`src/rtl/sbr_pkg.sv`:
```
package sbr_pkg;

    localparam int SB_WIN_BYTES  = 80;
    localparam int SB_READY_BIT  = 4;
    localparam int SB_NACK_BYTE  = 17;
    localparam logic [7:0] SB_CLEAR_BYTE = 8'h10;
    localparam logic [7:0] CRC4_POLY = 8'h03;
    localparam logic [7:0] CRC8_POLY = 8'hD5;

    typedef enum logic [1:0] {
        OP_POLL  = 2'd0,
        OP_WIN   = 2'd1,
        OP_CLEAR = 2'd2
    } sb_op_e;

    typedef enum logic [2:0] {
        ST_NONE    = 3'd0,
        ST_OK      = 3'd1,
        ST_NACK    = 3'd2,
        ST_CRC     = 3'd3,
        ST_OVF     = 3'd4,
        ST_TIMEOUT = 3'd5
    } sb_status_e;

    typedef enum logic [2:0] {
        S_IDLE,
        S_POLL,
        S_WIN,
        S_CHECK,
        S_CLEAR
    } sb_state_e;

    typedef struct packed {
        logic [3:0] lct;
        logic [5:0] len;
        logic       eomt;
        logic [3:0] hcrc;
        logic [7:0] bcrc;
    } sb_hdr_t;

    // Direct-form CRC over the top nbits of data, MSB first, in the low
    // width bits of crc_in.
    function automatic logic [7:0] crc_bits(input logic [7:0] crc_in,
                                            input logic [7:0] poly,
                                            input int width,
                                            input logic [7:0] data,
                                            input int nbits);
        logic [7:0] c;
        logic [7:0] mask;
        logic fb;
        c    = crc_in;
        mask = 8'((16'd1 << width) - 16'd1);
        for (int i = 0; i < 8; i++) begin
            if (i < nbits) begin
                fb = c[width-1] ^ data[7-i];
                c  = ((c << 1) & mask) ^ (fb ? poly : 8'h00);
            end
        end
        return c;
    endfunction

endpackage

```
`src/rtl/sbr_crc_acc.sv`:
```
module sbr_crc_acc
    import sbr_pkg::*;
#(
    parameter int         W    = 4,
    parameter logic [7:0] POLY = CRC4_POLY
) (
    input  logic         clk,
    input  logic         rst,
    input  logic         clr,
    input  logic         en,
    input  logic         half,
    input  logic [7:0]   data,
    output logic [W-1:0] crc
);

    logic [W-1:0] acc_q;

    always_ff @(posedge clk) begin
        if (rst || clr) begin
            acc_q <= '0;
        end else if (en) begin
            acc_q <= W'(crc_bits(8'(acc_q), POLY, W, data, half ? 4 : 8));
        end
    end

    assign crc = acc_q;

endmodule

```
`src/rtl/sbr_reply_buf.sv`:
```
module sbr_reply_buf #(
    parameter int DEPTH = 256
) (
    input  logic                       clk,
    input  logic                       rst,
    input  logic                       clr,
    input  logic                       wr_en,
    input  logic [7:0]                 wr_data,
    output logic [$clog2(DEPTH):0]     count,
    output logic                       full,
    input  logic [$clog2(DEPTH)-1:0]   rd_addr,
    output logic [7:0]                 rd_data
);

    localparam int AW = $clog2(DEPTH);
    localparam int LW = AW + 1;

    logic [7:0]    mem [DEPTH];
    logic [LW-1:0] cnt_q;

    assign full = (cnt_q == LW'(DEPTH));

    always_ff @(posedge clk) begin
        if (rst || clr) begin
            cnt_q <= '0;
        end else if (wr_en && !full) begin
            cnt_q <= cnt_q + 1'b1;
        end
    end

    always_ff @(posedge clk) begin
        if (wr_en && !full) begin
            mem[cnt_q[AW-1:0]] <= wr_data;
        end
    end

    assign count   = cnt_q;
    assign rd_data = mem[rd_addr];

endmodule

```
`src/rtl/sbr_reply_assembler.sv`:
```
module sbr_reply_assembler
    import sbr_pkg::*;
#(
    parameter int BUF_DEPTH  = 256,
    parameter int POLL_LIMIT = 1024,
    parameter int WIN_BYTES  = SB_WIN_BYTES,
    parameter int NACK_BYTE  = SB_NACK_BYTE
) (
    input  logic                           clk,
    input  logic                           rst,
    input  logic                           start,
    output logic                           xfer_req,
    output logic [1:0]                     xfer_op,
    output logic [$clog2(WIN_BYTES)-1:0]   xfer_addr,
    output logic [7:0]                     xfer_wdata,
    input  logic                           xfer_ack,
    input  logic [7:0]                     xfer_rdata,
    output logic                           done,
    output logic [2:0]                     status,
    output logic [$clog2(BUF_DEPTH):0]     reply_len,
    output logic [7:0]                     nack_reason,
    input  logic [$clog2(BUF_DEPTH)-1:0]   buf_raddr,
    output logic [7:0]                     buf_rdata
);

    localparam int PW = $clog2(WIN_BYTES);
    localparam int AW = $clog2(BUF_DEPTH);
    localparam int LW = AW + 1;
    localparam int CW = $clog2(POLL_LIMIT + 1);
    localparam logic [PW-1:0] LAST_POS = PW'(WIN_BYTES - 1);

    sb_state_e      state_q;
    sb_op_e         op_q;
    sb_status_e     status_q;
    sb_hdr_t        hdr_q;
    logic           req_q;
    logic           done_q;
    logic [PW-1:0]  pos_q;
    logic [CW-1:0]  polls_q;
    logic           nack_flag_q;
    logic [7:0]     reason_cap_q;
    logic [7:0]     reason_q;

    logic [LW-1:0]  buf_count;
    logic           buf_full;
    logic [3:0]     hcrc_calc;
    logic [7:0]     bcrc_calc;

    // Byte classification for the window byte being accepted
    logic           fire, win_fire;
    logic [7:0]     pos8, hdr_len, body_lim;
    logic           hdr_full, hdr_last, len_byte, data_byte, bcrc_byte;
    logic           app_en, overflow;
    logic           begin_reply, next_chunk, crc_clr;

    always_comb begin
        fire      = req_q && xfer_ack;
        win_fire  = fire && (state_q == S_WIN);
        pos8      = 8'(pos_q);
        hdr_len   = 8'd3 + 8'(hdr_q.lct >> 1);
        body_lim  = hdr_len + 8'(hdr_q.len);
        hdr_full  = win_fire && ((pos_q == '0) || (pos8 + 8'd1 < hdr_len));
        hdr_last  = win_fire && (pos_q != '0) && (pos8 + 8'd1 == hdr_len);
        len_byte  = win_fire && (pos_q != '0) && (pos8 + 8'd2 == hdr_len);
        data_byte = win_fire && (pos8 >= hdr_len) && (pos8 + 8'd1 < body_lim);
        bcrc_byte = win_fire && (hdr_q.len != '0) && (pos8 + 8'd1 == body_lim);
        app_en    = data_byte && !buf_full;
        overflow  = data_byte && buf_full;
        begin_reply = (state_q == S_IDLE) && start;
        next_chunk  = (state_q == S_CLEAR) && fire && !hdr_q.eomt;
        crc_clr     = begin_reply || next_chunk;
    end

    sbr_crc_acc #(.W(4), .POLY(CRC4_POLY)) u_hcrc (
        .clk  (clk),
        .rst  (rst),
        .clr  (crc_clr),
        .en   (hdr_full || hdr_last),
        .half (hdr_last),
        .data (xfer_rdata),
        .crc  (hcrc_calc)
    );

    sbr_crc_acc #(.W(8), .POLY(CRC8_POLY)) u_bcrc (
        .clk  (clk),
        .rst  (rst),
        .clr  (crc_clr),
        .en   (data_byte),
        .half (1'b0),
        .data (xfer_rdata),
        .crc  (bcrc_calc)
    );

    sbr_reply_buf #(.DEPTH(BUF_DEPTH)) u_buf (
        .clk     (clk),
        .rst     (rst),
        .clr     (begin_reply),
        .wr_en   (app_en),
        .wr_data (xfer_rdata),
        .count   (buf_count),
        .full    (buf_full),
        .rd_addr (buf_raddr),
        .rd_data (buf_rdata)
    );

    always_ff @(posedge clk) begin
        if (rst) begin
            state_q      <= S_IDLE;
            op_q         <= OP_POLL;
            status_q     <= ST_NONE;
            hdr_q        <= '0;
            req_q        <= 1'b0;
            done_q       <= 1'b0;
            pos_q        <= '0;
            polls_q      <= '0;
            nack_flag_q  <= 1'b0;
            reason_cap_q <= '0;
            reason_q     <= '0;
        end else begin
            case (state_q)
                S_IDLE: begin
                    if (start) begin
                        done_q       <= 1'b0;
                        status_q     <= ST_NONE;
                        reason_q     <= '0;
                        reason_cap_q <= '0;
                        nack_flag_q  <= 1'b0;
                        pos_q        <= '0;
                        polls_q      <= '0;
                        state_q      <= S_POLL;
                    end
                end
                S_POLL: begin
                    if (!req_q) begin
                        req_q <= 1'b1;
                        op_q  <= OP_POLL;
                    end else if (xfer_ack) begin
                        req_q <= 1'b0;
                        if (xfer_rdata[SB_READY_BIT]) begin
                            pos_q   <= '0;
                            state_q <= S_WIN;
                        end else if (polls_q == CW'(POLL_LIMIT - 1)) begin
                            status_q <= ST_TIMEOUT;
                            done_q   <= 1'b1;
                            state_q  <= S_IDLE;
                        end else begin
                            polls_q <= polls_q + 1'b1;
                        end
                    end
                end
                S_WIN: begin
                    if (!req_q) begin
                        req_q <= 1'b1;
                        op_q  <= OP_WIN;
                    end else if (xfer_ack) begin
                        req_q <= 1'b0;
                        if (pos_q == '0) hdr_q.lct <= xfer_rdata[7:4];
                        if (len_byte)    hdr_q.len <= xfer_rdata[5:0];
                        if (hdr_last) begin
                            hdr_q.eomt <= xfer_rdata[6];
                            hdr_q.hcrc <= xfer_rdata[3:0];
                        end
                        if (bcrc_byte) hdr_q.bcrc <= xfer_rdata;
                        if (app_en && buf_count == '0) nack_flag_q <= xfer_rdata[7];
                        if (app_en && buf_count == LW'(NACK_BYTE)) reason_cap_q <= xfer_rdata;
                        if (overflow) begin
                            status_q <= ST_OVF;
                            done_q   <= 1'b1;
                            state_q  <= S_IDLE;
                        end else if (pos_q == LAST_POS) begin
                            state_q <= S_CHECK;
                        end else begin
                            pos_q <= pos_q + 1'b1;
                        end
                    end
                end
                S_CHECK: begin
                    if ((hcrc_calc != hdr_q.hcrc) ||
                        ((hdr_q.len != '0) && (bcrc_calc != hdr_q.bcrc))) begin
                        status_q <= ST_CRC;
                        done_q   <= 1'b1;
                        state_q  <= S_IDLE;
                    end else begin
                        state_q <= S_CLEAR;
                    end
                end
                S_CLEAR: begin
                    if (!req_q) begin
                        req_q <= 1'b1;
                        op_q  <= OP_CLEAR;
                    end else if (xfer_ack) begin
                        req_q <= 1'b0;
                        if (hdr_q.eomt) begin
                            status_q <= nack_flag_q ? ST_NACK : ST_OK;
                            reason_q <= nack_flag_q ? reason_cap_q : 8'h00;
                            done_q   <= 1'b1;
                            state_q  <= S_IDLE;
                        end else begin
                            polls_q <= '0;
                            pos_q   <= '0;
                            state_q <= S_POLL;
                        end
                    end
                end
                default: state_q <= S_IDLE;
            endcase
        end
    end

    assign xfer_req    = req_q;
    assign xfer_op     = op_q;
    assign xfer_addr   = pos_q;
    assign xfer_wdata  = (op_q == OP_CLEAR) ? SB_CLEAR_BYTE : 8'h00;
    assign done        = done_q;
    assign status      = status_q;
    assign reply_len   = buf_count;
    assign nack_reason = reason_q;

endmodule

```
`config.mk`:
```
export PLATFORM = sky130hd
export DESIGN_NAME = sbr_reply_assembler
export DESIGN_NICKNAME = d
export VERILOG_FILES = /design/src/rtl/sbr_pkg.sv /design/src/rtl/sbr_crc_acc.sv /design/src/rtl/sbr_reply_buf.sv /design/src/rtl/sbr_reply_assembler.sv
export SDC_FILE = /design/constraint.sdc
export NUM_CORES = 2
export LEC_CHECK = 0
export ABC_AREA = 0
export BUFFER_PORTS_ARGS = -buffer_cell sky130_fd_sc_hd__buf_2
export CAP_MARGIN = 0
export CORE_MARGIN = 3
export CORE_UTILIZATION = 30
export DETAILED_ROUTE_END_ITERATION = 7
export GPL_TIMING_DRIVEN = 0
export PLACE_DENSITY = 0.45
export SLEW_MARGIN = 25
export SYNTH_ARGS = -nofsm -noshare
export SYNTH_HDL_FRONTEND = slang
export SYNTH_SLANG_ARGS = --single-unit
```
`constraint.sdc`:
```
create_clock -name clk -period 6.69 [get_ports clk]
set_clock_uncertainty 0.05 [all_clocks]
set_input_delay 0.669 -clock clk [delete_from_list [all_inputs] [get_ports clk]]
set_output_delay 0.669 -clock clk [all_outputs]
set_load 0.03 [all_outputs]
```
== After elaboration in Yosys (flattened, before gate mapping) ==
Memories as Yosys holds them, arrays and structs flattened.
Cells that the tools add are included.
Operators by class
  add/sub/neg operators: 7
  multipliers: 0
  divide/modulo/power cells: 0
  magnitude comparators: 11
  equality and inequality tests: 38
  shifts and indexed selects: 0
  multiplexer cells: 138
  bitwise operators: 32
  reduce and logical (&&, ||, !) cells: 51
Operators by type and width (count)
  two-way mux 8 bit: 30
  < comparator 4 x 32 -> 1 bit (first input constant): 4
  two-way mux 4 bit: 23
  two-way mux 11 bit: 8
  two-way mux 7 bit: 11
  two-way mux 3 bit: 24
  < comparator 3 x 32 -> 1 bit (first input constant): 2
  bitwise XOR 8 bit: 8
  inequality test 2 bit (second input constant): 20
  one-hot mux 11 bit (3 select lines): 1
  < comparator 1 x 32 -> 1 bit (first input constant): 1
  < comparator 2 x 32 -> 1 bit (first input constant): 1
  one-hot mux 8 bit (2 select lines): 2
  one-hot mux 3 bit (5 select lines): 2
  one-hot mux 7 bit (4 select lines): 1
  bitwise XOR 4 x 2 -> 4 bit: 7
  two-way mux 2 bit: 12
  two-way mux 1 bit: 20
  AND reduction 4 bit: 5
  logical AND 1 bit: 19
  AND reduction 9 bit: 2
  equality test 8 x 4 -> 1 bit: 2
  bitwise XOR 1 bit: 16
  AND reduction 5 bit: 3
  other kinds (43): 53
Word-level totals
  flip-flop bits (word level): 89
  latch bits: 0
  bits in writable memories: 2048
  memory bits (read-only): 0
  input port bits: 20
  logic and storage cells: 296
  memories kept: 1
Memories
  u_buf.mem: depth 256, width 8, rd ports 1, clocked after Yosys merged registers in 0, wr ports 1, line sbr_reply_buf.sv:18  | logic [7:0] mem [DEPTH];

== Logic depth before layout (Yosys ltp) ==
  word-level depth: 49
  gate-level depth with buffers: 18
  gate-level depth less buffers: 16

== Hierarchy ==
Synthesis repeated with hierarchy kept, for this count alone.
Second synthesis, totals
  cell total of the unflattened synthesis: 4454
  area total of the unflattened synthesis: 85553.3 um^2
By module, submodules not included
  sbr_reply_buf: times used 1, cells each 3842, area each 80155.6 um^2
  sbr_reply_assembler: times used 1, cells each 486, area each 4122.7 um^2
  sbr_crc_acc at u_bcrc: times used 1, cells each 82, area each 848.3 um^2
  sbr_crc_acc at u_hcrc: times used 1, cells each 44, area each 426.7 um^2

== Least setup slack after synthesis ==
OpenSTA, ideal clock, no wires.
  path kind: register to register
  start point: register hdr_q[20] (netlist bit)
  end point: memory u_buf.mem[218][0], enable pin
  arrival time: 3.890 ns
  path slack: 2.380 ns
  cell stages (with the launch flop): 18
  cells stage by stage: dfxtp_1 -> inv_1 -> ha_1 -> xor2_1 -> inv_1 -> ha_1 -> a21oi_1 -> nor2b_1 -> o21ai_0 -> xor2_1 -> ha_1 -> a21o_1 -> a2111o_1 -> nor2_1 -> buf_2 -> nand4b_2 -> clkbuf_1 -> nor2_1
On the way
  longest elaborated chain between the ends: 8
  elaborated cells between the ends (all ways): 10
  classes of those cells: add/sub (2); order compare (2); mux (2); reduce/logical (4)
Ends and longest elaborated chain
  start: declaration: line sbr_reply_assembler.sv:35  | sb_hdr_t hdr_q;
  adder 2 x 3 -> 4 bit *: line sbr_reply_assembler.sv:60  | hdr_len = 8'd3 + 8'(hdr_q.lct >> 1);
  adder 4 x 6 -> 7 bit or >= comparator 7 x 4 -> 1 bit (tied branches): line sbr_reply_assembler.sv:61, sbr_reply_assembler.sv:65
  < comparator 8 x 7 -> 1 bit or logical AND 1 bit (tied branches): line sbr_reply_assembler.sv:65  | data_byte = win_fire && (pos8 >= hdr_len) && (pos8 + 8'd1 < body_lim);
  logical AND 1 bit *: line sbr_reply_assembler.sv:65
  logical AND 1 bit *: line sbr_reply_assembler.sv:67  | app_en = data_byte && !buf_full;
  logical AND 1 bit *: line sbr_reply_buf.sv:32  | if (wr_en && !full) begin
  two-way mux 1 bit *: line sbr_reply_buf.sv:32
  two-way mux 1 bit (not written as such) *: line sbr_reply_buf.sv:33  | mem[cnt_q[AW-1:0]] <= wr_data;
  end: declaration: line sbr_reply_buf.sv:18
Every way passes the cells marked *; elsewhere a longest branch is shown, timed or not.

== Worst setup path in the final report ==
  start point: input port buf_raddr[1]
  end point: output port buf_rdata[7]
On the way
  longest elaborated chain between the ends: 1
Ends and longest elaborated chain
  start: declaration: line sbr_reply_assembler.sv:22  | input logic [$clog2(BUF_DEPTH)-1:0] buf_raddr,
  memory read (256 x 8 bit)
  end: declaration: line sbr_reply_assembler.sv:23  | output logic [7:0] buf_rdata
No other way between the ends.

==> flow_metrics.py <==
metrics = {
    "run_status": {
        "outcome": "finished with violations",
        "violations": "negative setup slack",
    },
    "critical_path": {
        "timing.rr.end": "u_buf.mem[83][7]",
        "worst-r2r-cell-count": 17,
        "crit_fanout": 10,
        "path_delay_family": "buffers and inverters",
        "crit_slowest_cell": "buf_2",
        "end_kind": "output port",
        "worstSetupStartpointType": "input port",
        "r2r_start": "hdr_q[20]",
        "regToRegSetupSlack_ps": 30,
        "worstPathRequired_ps": 5970,
        "max_stage_delay_ps": 900,
        "criticalPathCategory": "in -> out",
        "worstPathCellList": "buf_2 -> buf_2 -> buf_2 -> buf_2 -> mux4_2 -> mux2i_1 -> a21oi_1 -> a211oi_1 -> nor3_1 -> a211o_1 -> buf_2",
        "crit_buf_inv": 5,
        "path_common_cell": "buf_2",
        "crit_arrival_ps": 6160,
    },
    "power_and_ir_drop": {
        "swShare_pct": 24.74,
        "p_leak_nw": 31.37,
        "p_comb_share_pct": 8.1,
        "p_switching_mw": 7.406,
        "clkPwrFrac_pct": 42.8,
        "peakVddDrop_mv": 0.2690,
        "power.density_mw_per_mm2": 300.9,
        "internal_power_mw": 22.53,
        "sequentialPowerShare_pct": 49.0,
    },
    "cts": {
        "cts_inserted_buffers": 228,
        "cts_buffer_depth": 3,
        "postCtsSetupBuffers": 0,
        "clk_pin_slew_ps": 60,
        "cts_tree": "done",
        "htree_levels": 4,
        "holdBufCountCts": 0,
        "cts.sinks": 2136,
        "clk_latency_ps": 880,
        "clock-root-buffer": "clkbuf_16",
    },
    "global_route": {
        "grt_max_degree": 114,
        "grt_pass1_vias": 47427,
        "grt_overflow_total": 0,
        "grt_pass1_wl_mm": 485.4,
        "antenna_found_initial": 29,
        "grt_use_total_pct": 25.78,
    },
    "sta": {
        "maxSlewHeadroom_pct": 7.250,
        "setup_ws_ps": -192.0,
        "finalSetupViolations": 6,
        "worst_slew_pin_slew_ps": 1382,
        "hold_viol_final": 0,
        "drv_slew": 0,
        "totalNegativeSetupSlack_ps": -700.3,
        "timing.hold.ws_ps": 128.9,
        "fin_crit_sh_pct": 102.9,
        "fmax_mhz": 145.3,
        "rsz0062_at_grt": "yes",
        "fin_crit_ps": 6882,
    },
    "logic_synthesis": {
        "syn_inst": 4339,
        "avgSynthCellArea_um2": 19.55,
        "synthesis.area_mm2": 0.08485,
        "synthDistinctLibCells": 86,
        "synthFlopType": "edfxtp_1",
        "ys_ff_latch": 2136,
        "yosys_warnings": 0,
        "synth_edf_count": 2048,
        "async_reset_ff_share_pct": 0,
        "ys_seq_area_share_pct": 74.56,
    },
    "layout": {
        "nNetsFinal": 4748,
        "post-route-util_pct": 35.48,
        "drive_gt1_share_pct": 26.15,
        "final_cell_mix": "edfxtp_1 (2048), mux4_2 (470), nor2_1 (266)",
        "final_common_cell": "edfxtp_1",
        "area_growth_pct": 17.25,
    },
    "hold_path": {
        "holdCritStartpoint": "xfer_ack",
        "min_path_type": "in -> reg",
        "holdPathStages": 4,
        "hold_end": "xfer_req",
    },
    "drt": {
        "viasPerCell": 5.797,
        "vias": 50113,
        "drc": 0,
        "drt_iter0_markers": 8803,
        "first_pass_iters": 8,
        "wire_per_inst_um": 43.86,
        "drt-total-wl_mm": 379.1,
        "postRouteAntennaNets": 0,
    },
    "die": {
        "fp.coreArea_mm2": 0.2804,
        "io_pins": 67,
        "initial_core_util_pct": 30.26,
        "dieWidth_um": 537.8,
        "die_h_um": 537.8,
        "die-area_mm2": 0.2892,
        "fp-row-count": 194,
    },
    "placed_design": {
        "hpwlAfterDp_mm": 251.5,
        "numPortBuffers": 55,
        "place.gp.congestion": 0.9536,
    },
    "run": {
        "maxCapViolCount": 0,
    },
}
logic make-up (layout without fill, tap and decap cells):
kind of cell	count (synthesis)	after routing	share of synthesized area (%)
flops	2136	2136	74.56
simple gates	716	716	3.996
mux	678	678	14.94
compound gates	405	405	3.409
buf+inv	290	843	1.747
xor+xnor	84	84	0.9040
fa+ha+maj	29	29	0.4365
other cells	1	29	0.004420
synthesized netlist by cell type, types with 22 or more instances:
cell	instances	share of area (%)
buf_2	101	0.60
edfxtp_1	2048	72
buf_4	31	0.27
a221oi_1	23	0.24
mux2i_1	200	2.4
dfxtp_1	88	2.1
nor2b_1	31	0.23
buf_1	22	0.097
a21oi_1	76	0.45
nand3_1	63	0.37
o22ai_1	29	0.21
nand4_1	23	0.17
xor2_1	30	0.31
nand2_1	94	0.42
clkbuf_1	98	0.43
nor3_1	36	0.21
a22o_1	24	0.25
mux4_2	470	12
a22oi_1	89	0.79
a211oi_1	25	0.22
xnor2_1	52	0.54
ha_1	28	0.41
nor2_1	357	1.6
o21ai_0	32	0.19
flip-flops by register name (all words and copies together) (netlist names), 2 cells and up:
name,count
u_buf.count,9
u_buf.mem,2048
nack_reason,8
polls_q,11
u_bcrc.crc,8
reason_cap_q,8
hdr_q,22
status,3
state_q,3
xfer_addr,7
u_hcrc.crc,4
xfer_op,2
how the worst max path moves through the flow:
stage | start | endpoint | slack, ps | cells after the start
detailed placement | buf_raddr[1] | buf_rdata[5] | -840 | 11
floorplan | hdr_q[20] | u_buf.mem[218][0] | 2380 | 17
finish | buf_raddr[1] | buf_rdata[7] | -190 | 11
global placement | buf_raddr[1] | buf_rdata[5] | -2050 | 10
global route | hdr_q[20] | u_buf.mem[213][6] | -210 | 17
CTS | buf_raddr[2] | buf_rdata[3] | 20 | 10
metrics by stage:
step | cells | total power [mW] | worst slack (ps) | cell area, µm²
5_1_grt | 8623 | 30.54 | -211.7 | 99430
3_5_place_dp | 8192 | 17.32 | -841.5 | 91750
3_3_place_gp | 8124 | 17.25 | -2050 | 89800
2_1_floorplan | 4345 | 15.95 | 2380 | 84870
4_1_cts | 8621 | 29.96 | 18.33 | 99260
6_report | 8644 | 29.93 | -192.0 | 99480
power by group through the flow:
stage	Clock (mW)	Combinational [mW]	Sequential, mW
final	12.8	2.44	14.7
after global routing	13.4	2.44	14.7
after CTS	12.9	2.37	14.7
after detailed placement	0	2.36	15.0
after global placement	0	2.23	15.0
after floorplan	0	0.963	15.0
layer usage:
layer	vias up	wire length (µm)	GRT usage [%]	share of wire, %
li1	18581	-	-	-
met1	27380	149300	34.30	39
met2	3402	167100	38.17	44
met3	744	40460	7.509	11
met4	6	22120	13.44	5.8
met5	-	154	0.2961	0.041
layout make-up:
class                      instances  area [µm²]
fill                           26209      180900
sequential                      2136       63260
multi-input combinational       1919       20460
clock buffer                     280        5922
tap                             3724        4659
timing repair buffer             124        1966
buffer                           268        1551
clock inverter                   149        1515
inverter                          22       86.33
antenna                           22       55.05
worst reg2reg max path: cells and delay by family, from the launching register on:
| family | cells | cell delay (ps) |
|---|---|---|
| AND/OR/NAND/NOR | 4 | 2080 |
| buffers and inverters | 4 | 1210 |
| AO/OA/AOI/OAI | 4 | 1160 |
| adder cells (fa/ha/maj) | 3 | 820 |
| XOR/XNOR | 2 | 630 |
| flip-flops | 1 | 350 |
timing repair:
action / CTS / global route
endpoints found under the setup margin: 8 / 446
cloned: 0 / 0
gates resized for setup: 22 / 45
(Power assumes the default switching activity.)
